--- src/rtl/bsa_pkg.sv ---
package bsa_pkg;

  localparam int unsigned DEF_WORD_W = 8;

  // Width of an offset counter able to index every bit of a word.
  function automatic int unsigned off_bits(input int unsigned w);
    return (w > 1) ? $clog2(w) : 1;
  endfunction

endpackage

--- src/rtl/bsa_slip_ctrl.sv ---
module bsa_slip_ctrl
  import bsa_pkg::*;
#(
  parameter int unsigned WORD_W = DEF_WORD_W,
  localparam int unsigned OFF_W = off_bits(WORD_W)
) (
  input  logic             clk,
  input  logic             rst,
  input  logic             slip_i,
  output logic [OFF_W-1:0] off_o
);

  localparam logic [OFF_W-1:0] OFF_LAST = OFF_W'(WORD_W - 1);

  logic             lvl_q;
  logic [OFF_W-1:0] off_q;
  logic             rise;

  assign rise = slip_i & ~lvl_q;

  always_ff @(posedge clk) begin
    lvl_q <= slip_i;   // level captured in reset too: held level is no edge
    if (rst) begin
      off_q <= '0;
    end else if (rise) begin
      off_q <= (off_q == OFF_LAST) ? '0 : off_q + 1'b1;
    end
  end

  assign off_o = off_q;

  // offset moves only by one step, wrapping after the last bit
  p_step_wrap_r4: assert property (@(posedge clk) disable iff (rst)
    !$stable(off_q) |-> (($past(off_q) == OFF_LAST) ? (off_q == '0)
                                                   : (off_q == $past(off_q) + 1'b1)));

  // a level that was already high never slips again
  p_held_level_r1: assert property (@(posedge clk) disable iff (rst)
    lvl_q |=> $stable(off_q));

endmodule

--- src/rtl/bsa_framer.sv ---
module bsa_framer
  import bsa_pkg::*;
#(
  parameter int unsigned WORD_W = DEF_WORD_W,
  localparam int unsigned OFF_W = off_bits(WORD_W),
  localparam int unsigned WIN_W = 2 * WORD_W
) (
  input  logic              clk,
  input  logic              rst,
  input  logic [WORD_W-1:0] din_i,
  input  logic [OFF_W-1:0]  off_i,
  output logic [WORD_W-1:0] word_next_o,
  output logic [WORD_W-1:0] word_q_o
);

  logic [WORD_W-1:0] hist_q;
  logic [WORD_W-1:0] word_q;
  logic [WIN_W-1:0]  window;
  logic [WORD_W-1:0] cand [WORD_W];

  // older word in the upper half: its low bits precede the newer word
  assign window = {hist_q, din_i};

  for (genvar k = 0; k < WORD_W; k++) begin : g_cand
    assign cand[k] = window[k +: WORD_W];
  end

  always_comb begin
    word_next_o = cand[0];
    for (int k = 1; k < WORD_W; k++) begin
      if (off_i == OFF_W'(k)) word_next_o = cand[k];
    end
  end

  always_ff @(posedge clk) begin
    if (rst) begin
      hist_q <= '0;
      word_q <= '0;
    end else begin
      hist_q <= din_i;
      word_q <= word_next_o;
    end
  end

  assign word_q_o = word_q;

  // at offset zero the registered word is the raw input word
  p_zero_offset_r2: assert property (@(posedge clk) disable iff (rst)
    (off_i == '0) |=> (word_q == $past(din_i)));

endmodule

--- src/rtl/bsa_pat_match.sv ---
module bsa_pat_match
  import bsa_pkg::*;
#(
  parameter int unsigned WORD_W = DEF_WORD_W,
  localparam int unsigned WIN_W = 2 * WORD_W
) (
  input  logic              clk,
  input  logic              rst,
  input  logic [WORD_W-1:0] word_next_i,
  input  logic [WORD_W-1:0] word_q_i,
  input  logic [WIN_W-1:0]  pat_i,
  output logic              hit_o
);

  logic hit_q;

  // newer word (about to be registered) forms the upper half
  always_ff @(posedge clk) begin
    if (rst) hit_q <= 1'b0;
    else     hit_q <= ({word_next_i, word_q_i} == pat_i);
  end

  assign hit_o = hit_q;

endmodule

--- src/rtl/bit_slip_aligner.sv ---
module bit_slip_aligner
  import bsa_pkg::*;
#(
  parameter int unsigned WORD_W = DEF_WORD_W,
  localparam int unsigned OFF_W = off_bits(WORD_W),
  localparam int unsigned PAT_W = 2 * WORD_W
) (
  input  logic              clk,
  input  logic              rst,
  input  logic [WORD_W-1:0] rx_word_i,
  input  logic              slip_i,
  input  logic [PAT_W-1:0]  align_pat_i,
  output logic [WORD_W-1:0] word_o,
  output logic              pat_hit_o
);

  logic [OFF_W-1:0]  off;
  logic [WORD_W-1:0] word_next;
  logic [WORD_W-1:0] word_q;

  bsa_slip_ctrl #(.WORD_W(WORD_W)) u_slip (
    .clk    (clk),
    .rst    (rst),
    .slip_i (slip_i),
    .off_o  (off)
  );

  bsa_framer #(.WORD_W(WORD_W)) u_frame (
    .clk         (clk),
    .rst         (rst),
    .din_i       (rx_word_i),
    .off_i       (off),
    .word_next_o (word_next),
    .word_q_o    (word_q)
  );

  bsa_pat_match #(.WORD_W(WORD_W)) u_match (
    .clk         (clk),
    .rst         (rst),
    .word_next_i (word_next),
    .word_q_i    (word_q),
    .pat_i       (align_pat_i),
    .hit_o       (pat_hit_o)
  );

  assign word_o = word_q;

  // every hit is backed by the two-word output window
  p_hit_window_r5: assert property (@(posedge clk) disable iff (rst)
    pat_hit_o |-> ({word_o, $past(word_o)} == $past(align_pat_i)));

  // reset leaves a cleared output word and no hit
  p_reset_clear_r7: assert property (@(posedge clk)
    rst |=> (word_o == '0) && !pat_hit_o);

  // the slip transition itself does not alter the word registered with it
  p_slip_latency_r3: assert property (@(posedge clk) disable iff (rst)
    (off == '0) && slip_i |=> (word_o == $past(rx_word_i)));

endmodule

--- config.mk ---
export PLATFORM = sky130hd
export DESIGN_NAME = bit_slip_aligner
export DESIGN_NICKNAME = d
export VERILOG_FILES = /design/src/rtl/bsa_pkg.sv /design/src/rtl/bsa_slip_ctrl.sv /design/src/rtl/bsa_framer.sv /design/src/rtl/bsa_pat_match.sv /design/src/rtl/bit_slip_aligner.sv
export SDC_FILE = /design/constraint.sdc
export NUM_CORES = 1
export LEC_CHECK = 0
export BUFFER_PORTS_ARGS = -buffer_cell sky130_fd_sc_hd__clkbuf_2
export CAP_MARGIN = 10
export CORE_ASPECT_RATIO = 0.9
export CORE_UTILIZATION = 39
export CTS_CLUSTER_DIAMETER = 200
export DETAILED_ROUTE_END_ITERATION = 12
export PLACE_DENSITY_LB_ADDON = 0.15
export SLEW_MARGIN = 15
export SYNTH_ARGS = -nofsm -noshare
export SYNTH_HDL_FRONTEND = slang
export SYNTH_SLANG_ARGS = --single-unit
--- constraint.sdc ---
create_clock -name clk -period 3 [get_ports clk]
set_clock_uncertainty 0.2 [all_clocks]
set_input_delay 0 -clock clk [delete_from_list [all_inputs] [get_ports clk]]
set_output_delay 0 -clock clk [all_outputs]
set_load 0.01 [all_outputs]
; ---- Yosys cells after proc, flatten, opt, wreduce, memory -nomap -nowiden
; Index checks and enable logic that the tools add are counted.
[totals]
reg_bits = 20
input_bits = 27
word_cells = 24
[op_classes]
muxes = 8
add_sub_neg = 1
eq_ne = 8
bitwise = 2
[op_table]
columns = op, count
row1 = $mux 8, 7
row2 = $eq 16x16->1, 1
row3 = $eq 3x3->1 const B, 4
row4 = $eq 3x2->1 const B, 2
row5 = $add 3x1->3 const B, 1
row6 = $eq 3x1->1 const B, 1
row7 = $mux 3, 1
row8 = $and 1x1->1, 1
row9 = $not 1->1, 1

; ---- Depth between registers and ports, before layout
; Gate-level depths: netlist of the first run.
[logic_depth]
word_depth = 9
mapped_depth = 11
depth_no_buf = 9

; ---- By module
; A second synthesis of the first run with hierarchy kept.
[unflattened]
cells_unflattened = 158
area_unflattened_um2 = 1400.1
[modules_own_cells]
columns = module, seq_area_each_um2, n_inst, area_per_inst_um2, cells_each
row1 = bsa_framer, 300.3, 1, 1029.7, 120
row2 = bsa_pat_match, 20.0, 1, 200.2, 23
row3 = bsa_slip_ctrl, 80.1, 1, 170.2, 15

; ---- Worst setup path before layout of the first run
; No wires, ideal clock.
[synth_path]
path_kind = reg-to-reg
from = reg u_slip.off_q[2], in the netlist u_slip.off_o[2]
to = reg u_match.hit_q, in the netlist u_match.hit_o
arrival_ps = 2473
stages_incl_launch_ff = 11
path_slack_ps = 239
setup_ps = 88
n_path_buf = 1
cell_sequence = dfxtp_1 clkinv_1 ha_1 buf_2 inv_1 o32a_1 nor2_1 o311ai_0 o31ai_1 or4_1 nor4_2
[synth_via]
elab_chain_len = 9
elab_cells_between_ends = 15
cone_classes = eq/ne: 8 / mux: 7
[synth_lines]
columns = item, line
row1 = start: declaration, bsa_slip_ctrl.sv:16  ; logic [OFF_W-1:0] off_q;
row2 = start signal: assignment, bsa_slip_ctrl.sv:26  ; off_q <= (off_q == OFF_LAST) ? '0 : off_q + 1'b1;
row3 = $eq 3x1->1, bsa_framer.sv:31  ; if (off_i == OFF_W'(k)) word_next_o = cand[k];
row4 = $mux 8 (6 in series), bsa_framer.sv:31
row5 = $mux 8 (*), bsa_framer.sv:31
row6 = $eq 16x16->1 (*), bsa_pat_match.sv:20  ; else hit_q <= ({word_next_i, word_q_i} == pat_i);
row7 = end signal: assignment, bsa_pat_match.sv:20
row8 = end: declaration, bsa_pat_match.sv:15  ; logic hit_q;
; Every way passes the cells marked *; elsewhere a longest branch is shown, timed or not.
; A chain may end at the register's enable or synchronous reset.

; ---- Worst setup path after layout of the first run
[layout_path]
from = reg u_slip.off_q[0], in the netlist u_slip.off_o[0]
to = reg u_match.hit_q, in the netlist u_match.hit_o
; The elaborated chain is that of the path after synthesis.

==> flow_metrics.tcl, run 1 <==
set metrics [dict create \
    status "finished, violations left" \
    violations "negative hold slack" \
    crit_path_end_kind "register" \
    pwr_density_cell_nw_per_um2 348 \
    ys_types 57 \
    die_h_um 64.0 \
    synthTopCellsByCount "20 x dfxtp_1, 20 x nor2_1, 17 x nand2_1" \
    synth-edff-count 0 \
    cts.sinks 20 \
    placed_area_um2 1980 \
    yosysWarningCount 0 \
    ir_worst_vdd_mv 0.230 \
    met3_usage_pct 3.94 \
    n_antenna_cell 0 \
    cts-buffers-inserted 3 \
    max-cap-violations 0 \
    synth_ff_type "dfxtp_1" \
    coreArea_um2 4070 \
    synth_top_area_cell "dfxtp_1" \
    ctsHtreeMaxLevel 1 \
    grtUsageTotal_pct 22.9 \
    grt_pass1_vias 1685 \
    hold_slack_ns -0.00262 \
    syn_to_final_growth_pct 33.8 \
    clk_latency_ns 0.27 \
    finalCriticalPeriod_ns 2.86 \
    top_usage_layer "met2" \
    critPathKind "reg -> reg" \
    wirelength_mm 4.99 \
    vias_per_cell 5.61 \
    drt.antenna.violating_nets 0 \
    cts_tree "built" \
    synth_cells 221 \
    hold_path_class "in -> reg" \
    crit_arrival_ns 2.85 \
    grt_pass1_wl_mm 8.13 \
    hold_viol 1 \
    drtPass1Iterations 5 \
    fmax_mhz 349 \
    stdcell_area_um2 2230 \
    post_synth_main_area_contributors "dfxtp_1 24%, nor2b_1 5.3%, a21oi_1 4.5%" \
    ys_ff_latch 20 \
    grt_start_max_net_pins 20 \
    clkTransAtPathRegs_ns 0.08 \
    required_ns 2.99 \
    ios 36 \
    drive_above_1_share_pct 25.4 \
    synth-seq-area-share_pct 24.0 \
    gp_congestion 0.931 \
    use_met2_pct 37.9 \
    wl_per_cell_um 15.2 \
    start_util_pct 40.9 \
    met1_usage_pct 31.3 \
    syn_avg_cell_area_um2 7.54 \
    dieArea_um2 4540 \
    worst_pin_slew_ns 0.474 \
    slew_headroom_pct 67.6 \
    crit_fanout 17 \
    async_reset_ff_share_pct 0 \
    cp-start-kind "register" \
    setup_viol 0 \
    period_share_pct 95.4 \
    p_leak_nw 0.930 \
    drc_errors 0 \
    post-dp-hpwl_mm 3.83 \
    syn_area_um2 1670 \
    grt-ovfl-total 0 \
    row_count 22 \
    p_total_w 0.000777 \
    slew_viol_final 0 \
    ctsRootBufferMaster "clkbuf_8" \
    cts_setup_buffers 0 \
    cts.path.max_buffers 2 \
    synthesis.nets 254 \
    dr.first_iter.drc_count 125 \
    die_x_um 70.9 \
    antenna_found_initial 0 \
    portBuffers 35 \
    route.vias.total 1839 \
    nNetsFinal 314 \
    synth_top_cell_area_share_pct 24.0 \
]
==> path summary, 6_finish.rpt <==
| path | from | endpoint | slack, ns | cells after the start |
|---|---|---|---|---|
| max | u_slip.off_o[0] | u_match.hit_o | 0.14 | 9 |
| min | rst | u_slip.off_o[1] | -0.003 | 2 |
| max reg2reg | u_slip.off_o[0] | u_match.hit_o | 0.14 | 9 |
| min reg2reg | u_slip.off_o[1] | u_slip.off_o[1] | 0.29 | 2 |
==> per-layer routing <==
| metal | share of wire [%] | vias up | routed length [µm] |
|---|---|---|---|
| met1 | 46 | 841 | 2310 |
| met2 | 46 | 66 | 2300 |
| met5 | 0 | - | 0 |
| met3 | 6.2 | 9 | 311 |
| li1 | - | 923 | - |
| met4 | 1.2 | 0 | 61 |
==> critical path, cell delays in order (launching register included) <==
cell and delay (ns):
dfxtp_2 0.37, ha_2 0.22, ha_2 0.23, buf_12 0.15, or3_1 0.11, o21ai_1 0.13, a2111oi_2 0.44, nand4_1 0.14
or4_4 0.54, nor4_2 0.24
==> power by group <==
part           internal [W]  switching [W]  leakage [nW]
clock network      0.000117      0.0000987        0.0288
registers          0.000285      0.0000176         0.167
logic              0.000128       0.000130         0.735
total              0.000531       0.000246         0.930
==> cell type report <==
type,instances,area (µm²)
multi-input cells,175,1170
well taps,48,60.1
flip-flops and latches,20,403
clock buffers,4,55.1
inverters,13,48.8
repair buffers,68,488
fillers,399,1840
==> cell families (layout without fill, tap and decap cells) <==
group,count (synthesis),after routing,synth area share [%]
multiplexers,1,1,0.676
adder cells (fa/ha/maj),6,6,4.50
flip-flops,20,20,24.0
buffers and inverters,26,85,7.43
AND/OR/NAND/NOR,86,86,27.1
XOR/XNOR,11,11,5.78
AO/OA/AOI/OAI,71,71,30.5
==> registers in the layout, indices dropped and copies added (netlist names) <==
register and cells:
u_frame.hist_q 7, u_frame.word_q_o 8, u_match.hit_o 1, u_slip.lvl_q 1, u_slip.off_o 3
==> per-stage QoR <==
stage,worst slack [ns],hold slack (ns),utilization [%],setup TNS (ns),instances
after floorplan,0.239,-0.172,-,0,221
after global placement,-0.00580,-0.0693,48.6,-0.00580,308
after detailed placement,-0.135,-0.0634,48.6,-0.135,308
after CTS,0.00789,0.00452,54.1,0,328
after global routing,-0.0120,0.0352,54.7,-0.0120,328
final,0.138,-0.00262,54.7,0,328
==> timing repair <==
item	CTS	global route
hold buffers	16	0
pin swaps	1	2
cloned	0	0
resized for setup	3	9
hold endpoints to repair	12	0
setup endpoints to repair	1	1
==> cells in the final DEF (no fill, tap or decap), types with 10 or more instances in the layout <==
master / Yosys / final
o21ai_0: 11 / 10
dlygate4sd3_1: 0 / 16
inv_1: 11 / 11
nor2b_1: 14 / 14
nand2_1: 17 / 17
nor2_1: 20 / 20
a21oi_1: 15 / 15
buf_4: 0 / 15
dfxtp_1: 20 / 18
clkbuf_2: 0 / 35
Note: power is estimated with default switching activity, not from simulation.
==> run 2, diff against run 1 <==
--- a/config.mk
+++ b/config.mk
@@ -5,6 +5,7 @@
 export SDC_FILE = /design/constraint.sdc
 export NUM_CORES = 1
 export LEC_CHECK = 0
+export ABC_AREA = 1
 export BUFFER_PORTS_ARGS = -buffer_cell sky130_fd_sc_hd__clkbuf_2
 export CAP_MARGIN = 10
 export CORE_ASPECT_RATIO = 0.9
==> run 2 against run 1 <==
  * The flow now finishes without violations
  * Count of clock-buffer cells in the layout shrank 1
  * Via count shrank 1.4%
  * Critical path depth grew 8
  * Critical endpoint unchanged
  * Routed wire length shrank 9.8%
  * Combinational power grew 5%
  * Sequential power is essentially flat
  * Global-route usage shrank 1.1 points
  * Largest cell class unchanged
==> flow_metrics.tcl, run 2 <==
set metrics [dict create \
    status "finished, final reports clean" \
    worst_pin_slew_ns 0.394 \
    coreArea_um2 3810 \
    cts_tree "built" \
    grt-ovfl-total 0 \
    cp-start-kind "register" \
    cpPeakStageDelay_ns 0.57 \
    fmax_mhz 362 \
    synth-edff-count 0 \
    portBuffers 35 \
    nNetsFinal 369 \
    dp_cells 357 \
    cts_setup_buffers 0 \
    vias_per_cell 4.76 \
    ctsHtreeMaxLevel 1 \
    grt_pass1_wl_mm 7.74 \
    wirelength_mm 4.50 \
    synth_top_cell_area_share_pct 25.1 \
    clkTransAtPathRegs_ns 0.08 \
    crit_top_cell "nand2_1" \
    post_synth_main_area_contributors "dfxtp_1 25%, nand2_1 21%, inv_1 12%" \
    drt.antenna.violating_nets 0 \
    crit_path_end_kind "register" \
    start_util_pct 41.9 \
    final_cell_mix "89 x nand2_1, 51 x inv_1, 35 x clkbuf_2" \
    grt_pass1_vias 1662 \
    dieArea_um2 4350 \
    clk_latency_ns 0.26 \
    ys_ff_latch 20 \
    syn_to_final_growth_pct 32.2 \
    pwr_density_cell_nw_per_um2 403 \
    critPathKind "reg -> reg" \
    gp_congestion 0.885 \
    synth_top_area_cell "dfxtp_1" \
    cts-buffers-inserted 3 \
    synth_cells 282 \
    finalCriticalPeriod_ns 2.76 \
    p_total_w 0.000850 \
    drive_above_1_share_pct 15.8 \
    cts.path.max_buffers 2 \
    synth-seq-area-share_pct 25.1 \
    instances_no_fill 381 \
    ir_worst_vdd_mv 0.297 \
    drtPass1Iterations 6 \
    cts.sinks 20 \
    die_x_um 69.4 \
    fin_ws_ns 0.240 \
    place_worst_setup_slack_ns 0.587 \
    die_h_um 62.7 \
    grt_start_max_net_pins 20 \
    grtUsageTotal_pct 21.8 \
    post-dp-hpwl_mm 3.31 \
    hold_path_class "in -> reg" \
    synth_ff_type "dfxtp_1" \
    ys_types 22 \
    p_leak_nw 1.11 \
    hold_viol 0 \
    antenna_found_initial 0 \
    ios 36 \
    drc_errors 0 \
    crit_fanout 6 \
    period_share_pct 92.0 \
    wl_per_cell_um 11.8 \
    dr.first_iter.drc_count 107 \
    row_count 21 \
    slew_viol_final 0 \
    yosysWarningCount 0 \
    largest_reg_flops 8 \
    final_common_cell "nand2_1" \
    route.vias.total 1813 \
    synthTopCellsByCount "91 x nand2_1, 51 x inv_1, 31 x nand3_1" \
    n_antenna_cell 0 \
    worst_path_max_delay_cell "dlygate4sd3_1" \
    yosysMostFrequentCell "nand2_1" \
    max-cap-violations 0 \
    rsz0062_at_grt "no" \
    crit_arrival_ns 2.77 \
    required_ns 3.01 \
    fin_tns_setup_ns 0 \
    synthesis.nets 315 \
    syn_area_um2 1600 \
    setup_viol 0 \
    ctsRootBufferMaster "clkbuf_8" \
    syn_avg_cell_area_um2 5.66 \
    async_reset_ff_share_pct 0 \
    slew_headroom_pct 73.7 \
    crit_path_cell_trace "inv_1 > ha_2 > inv_1 > nor2_2 > nand2_1 > nand3_1 > nand3_1 > nand2_1 > nand2_1 > nand2_1 > nand2_1 > nand2_1 > nand2_1 > nor2_1 > dlygate4sd3_1 > nand2_1 > nor2_1" \
]
run 2: cell families (layout without fill, tap and decap cells):
group,count (synthesis),after routing,synth area share [%]
compound gates,38,38,13.0
flops,20,20,25.1
fa+ha+maj,6,6,4.70
xor+xnor,1,1,0.549
simple gates,158,158,42.0
buf+inv,59,112,14.7
run 2: what timing repair did:
action / CTS / global route
gates resized for setup: 0 / 12
endpoints found under the setup margin: 0 / 1
hold buffers: 20 / 0
hold endpoints to repair: 15 / 0
run 2: area by class of cell:
class	count	area, µm²
sequential	20	402
clock inverter	1	30.0
fill	395	1700
inverter	53	203
tap	46	57.6
multi-input combinational	203	1000
clock buffer	3	41.3
timing repair buffer	55	375
run 2: routing by layer:
metal / wire, µm / up-vias / track usage (%)
li1: - / 985 / -
met1: 2270 / 765 / 32.3
met2: 1970 / 59 / 33.6
met3: 234 / 4 / 3.06
met4: 27 / 0 / 4.08
met5: 0 / - / 0
run 2: final timing paths:
kind,startpoint,end,slack [ns],cells after the start
max,u_slip.off_o[0],u_match.hit_o,0.24,17
min,align_pat_i[15],u_match.hit_o,0.02,7
max reg2reg,u_slip.off_o[0],u_match.hit_o,0.24,17
min reg2reg,u_slip.lvl_q,u_slip.off_o[2],0.34,3
run 2: through the flow:
step | area (µm²) | hold slack, ns | util, %
3_3_place_gp | 1790 | -0.0822 | 47.1
5_1_grt | 2110 | 0.107 | 55.4
3_5_place_dp | 1790 | -0.0808 | 47.1
6_report | 2110 | 0.0187 | 55.4
2_1_floorplan | 1600 | -0.172 | -
4_1_cts | 2070 | 0.0148 | 54.2
run 2: critical path, delay by kind of cell, from the launching register on:
kind          cells  cell delay, ns
fa+ha+maj         1            0.26
buf+inv           3            0.77
flops             1            0.35
simple gates     13            1.12
run 2: power by group:
part | total (W) | switching (W) | internal, W
Sequential | 0.000303 | 0.0000151 | 0.000288
Combinational | 0.000270 | 0.000156 | 0.000114
Clock | 0.000277 | 0.0000992 | 0.000178
Total | 0.000850 | 0.000270 | 0.000580
==> run 3, diff against run 2 <==
--- a/config.mk
+++ b/config.mk
@@ -7,11 +7,10 @@
 export LEC_CHECK = 0
 export ABC_AREA = 1
 export BUFFER_PORTS_ARGS = -buffer_cell sky130_fd_sc_hd__clkbuf_2
-export CAP_MARGIN = 10
-export CORE_ASPECT_RATIO = 0.9
 export CORE_UTILIZATION = 39
 export CTS_CLUSTER_DIAMETER = 200
 export DETAILED_ROUTE_END_ITERATION = 12
+export MAX_ROUTING_LAYER = met4
 export PLACE_DENSITY_LB_ADDON = 0.15
 export SLEW_MARGIN = 15
 export SYNTH_ARGS = -nofsm -noshare
==> run 3 against run 2 <==
  * Non-clock buffer count is 1 lower
  * First-iteration DRC count down 1.9%
  * Critical path depth is the same
  * Register-to-register slack better by 0.05 ns
  * Cell count increased by 0.26%
  * Worst hold slack better by 0.022 ns
  * Critical path type unchanged
  * Sequential power barely moved
==> flow_metrics.tcl, run 3 (same netlist as run 2, synthesis figures left out) <==
set metrics [dict create \
    fin_ws_ns 0.286 \
    max-cap-violations 0 \
    ir_worst_vdd_mv 0.251 \
    dieArea_um2 4350 \
    start_util_pct 42.0 \
    ctsHtreeMaxLevel 1 \
    route.vias.total 1842 \
    instances_no_fill 382 \
    hold_viol 0 \
    grt_pass1_vias 1639 \
    nNetsFinal 368 \
    seq_area_um2 402 \
    reg2reg_to "u_match.hit_o" \
    pwr_density_cell_nw_per_um2 401 \
    largest_reg_flops 8 \
    crit_start "u_slip.off_o[0]" \
    dp_cells 359 \
    die_x_um 66.0 \
    dr.max_layer_used "met4" \
    r2r_setup_slack_ns 0.29 \
    cts_tree "built" \
    worstSetupEndpoint "u_match.hit_o" \
    met2_length_mm 2.07 \
    cts.path.max_buffers 2 \
    cts-buffers-inserted 3 \
    dr.first_iter.drc_count 105 \
    grt_start_max_net_pins 20 \
    crit_arrival_ns 2.72 \
    antenna_found_initial 0 \
    drive_above_1_share_pct 16.2 \
    crit_path_end_kind "register" \
    cts.sinks 20 \
    vias_per_cell 4.82 \
    die_h_um 66.0 \
    gp_congestion 0.926 \
    r2r_start "u_slip.off_o[0]" \
    clkTransAtPathRegs_ns 0.08 \
    ios 36 \
    n_antenna_cell 0 \
    crit_fanout 6 \
    portBuffers 35 \
    fmax_mhz 368 \
    final_common_cell "nand2_1" \
    wirelength_mm 4.30 \
    cp-start-kind "register" \
    nFillCells 394 \
    finalCriticalPeriod_ns 2.71 \
    p_leak_nw 1.10 \
    coreArea_um2 3800 \
    slew_headroom_pct 73.5 \
    place_worst_setup_slack_ns 0.654 \
    status "finished, final reports clean" \
    final_cell_mix "88 x nand2_1, 51 x inv_1, 35 x clkbuf_2" \
    fin_util_pct 55.3 \
    wl_per_cell_um 11.3 \
    drt-met1-wl_mm 1.97 \
    worst_pin_slew_ns 0.397 \
    critPathKind "reg -> reg" \
    rr_worst_depth 17 \
    multiInputGateArea_um2 1000 \
    syn_to_final_growth_pct 31.6 \
    clk_latency_ns 0.26 \
    grtUsageTotal_pct 21.9 \
    setup_viol 0 \
    post-dp-hpwl_mm 3.27 \
    drtPass1Iterations 4 \
    grt_pass1_wl_mm 7.26 \
    row_count 22 \
    grt-ovfl-total 0 \
    period_share_pct 90.5 \
    hold_path_class "in -> reg" \
    route.met3.wl_um 209 \
    drc_errors 0 \
    slew_viol_final 0 \
    drt.antenna.violating_nets 0 \
    required_ns 3.01 \
    ctsRootBufferMaster "clkbuf_8" \
]
-- run 3: cell types whose count changed in the layout (fill, tap and decap cells not counted) --
cell,before,now
nand2_2,2,3
nand2_1,89,88
ha_2,2,3
nor2_4,0,1
nor2_2,2,1
ha_4,2,1
dlygate4sd3_1,20,19
-- run 3: worst min path at each step --
stage	to	depth (start not counted)	slack (ns)	from
floorplan	u_slip.lvl_q	0	-0.17	slip_i
global placement	u_slip.lvl_q	1	-0.08	slip_i
detailed placement	u_slip.lvl_q	1	-0.08	slip_i
CTS	u_frame.word_q_o[0]	5	0.04	rx_word_i[7]
global route	u_frame.word_q_o[0]	5	0.11	rx_word_i[7]
finish	u_frame.word_q_o[0]	5	0.04	rx_word_i[7]
-- run 3: cell type report --
cell class	instances	share of cell area [%]
clock buffers	3	1.97
clock inverters	1	1.43
inverters	53	9.65
multi-input cells	203	47.6
flip-flops and latches	20	19.1
well taps	48	2.86
repair buffers	54	17.4
-- run 3: worst max-delay path, stage by stage (launching register included) --
cell and delay, ns:
dfxtp_1 0.33, inv_1 0.14, ha_2 0.28, inv_1 0.09, nor2_4 0.14, nand2_1 0.07
nand3_1 0.08, nand3_1 0.09, nand2_1 0.08, nand2_1 0.06, nand2_1 0.07, nand2_1 0.07
nand2_1 0.06, nand2_1 0.05, nor2_1 0.13, nand2_1 0.06, dlygate4sd3_1 0.56, nor2_1 0.09
-- run 3: power by group --
part | total, W | switching (W) | internal (W)
sequential | 0.000302 | 0.0000147 | 0.000288
combinational | 0.000267 | 0.000154 | 0.000113
clock | 0.000272 | 0.0000939 | 0.000178
-- run 3: timing repair --
item,in CTS,in global routing
setup buffers,0,0
endpoints found under the setup margin,0,1
hold endpoints to repair,13,0
resized for setup,0,13
hold buffers,19,0
-- run 3: per-stage QoR --
stage                     setup TNS, ns  hold slack [ns]  total power [W]  instance area, µm²
final                                 0           0.0410         0.000842                2100
after CTS                             0           0.0385         0.000843                2060
after global routing           -0.00269            0.109         0.000903                2100
after floorplan                       0           -0.172         0.000470                1600
after global placement                0          -0.0803         0.000540                1800
after detailed placement              0          -0.0795         0.000541                1800
-- run 3: routing by layer --
metal | GRT usage, % | up-vias
met5 | - | -
met4 | 4.79 | 0
met3 | 3.97 | 7
met2 | 37.8 | 45
met1 | 26.6 | 804
li1 | - | 986
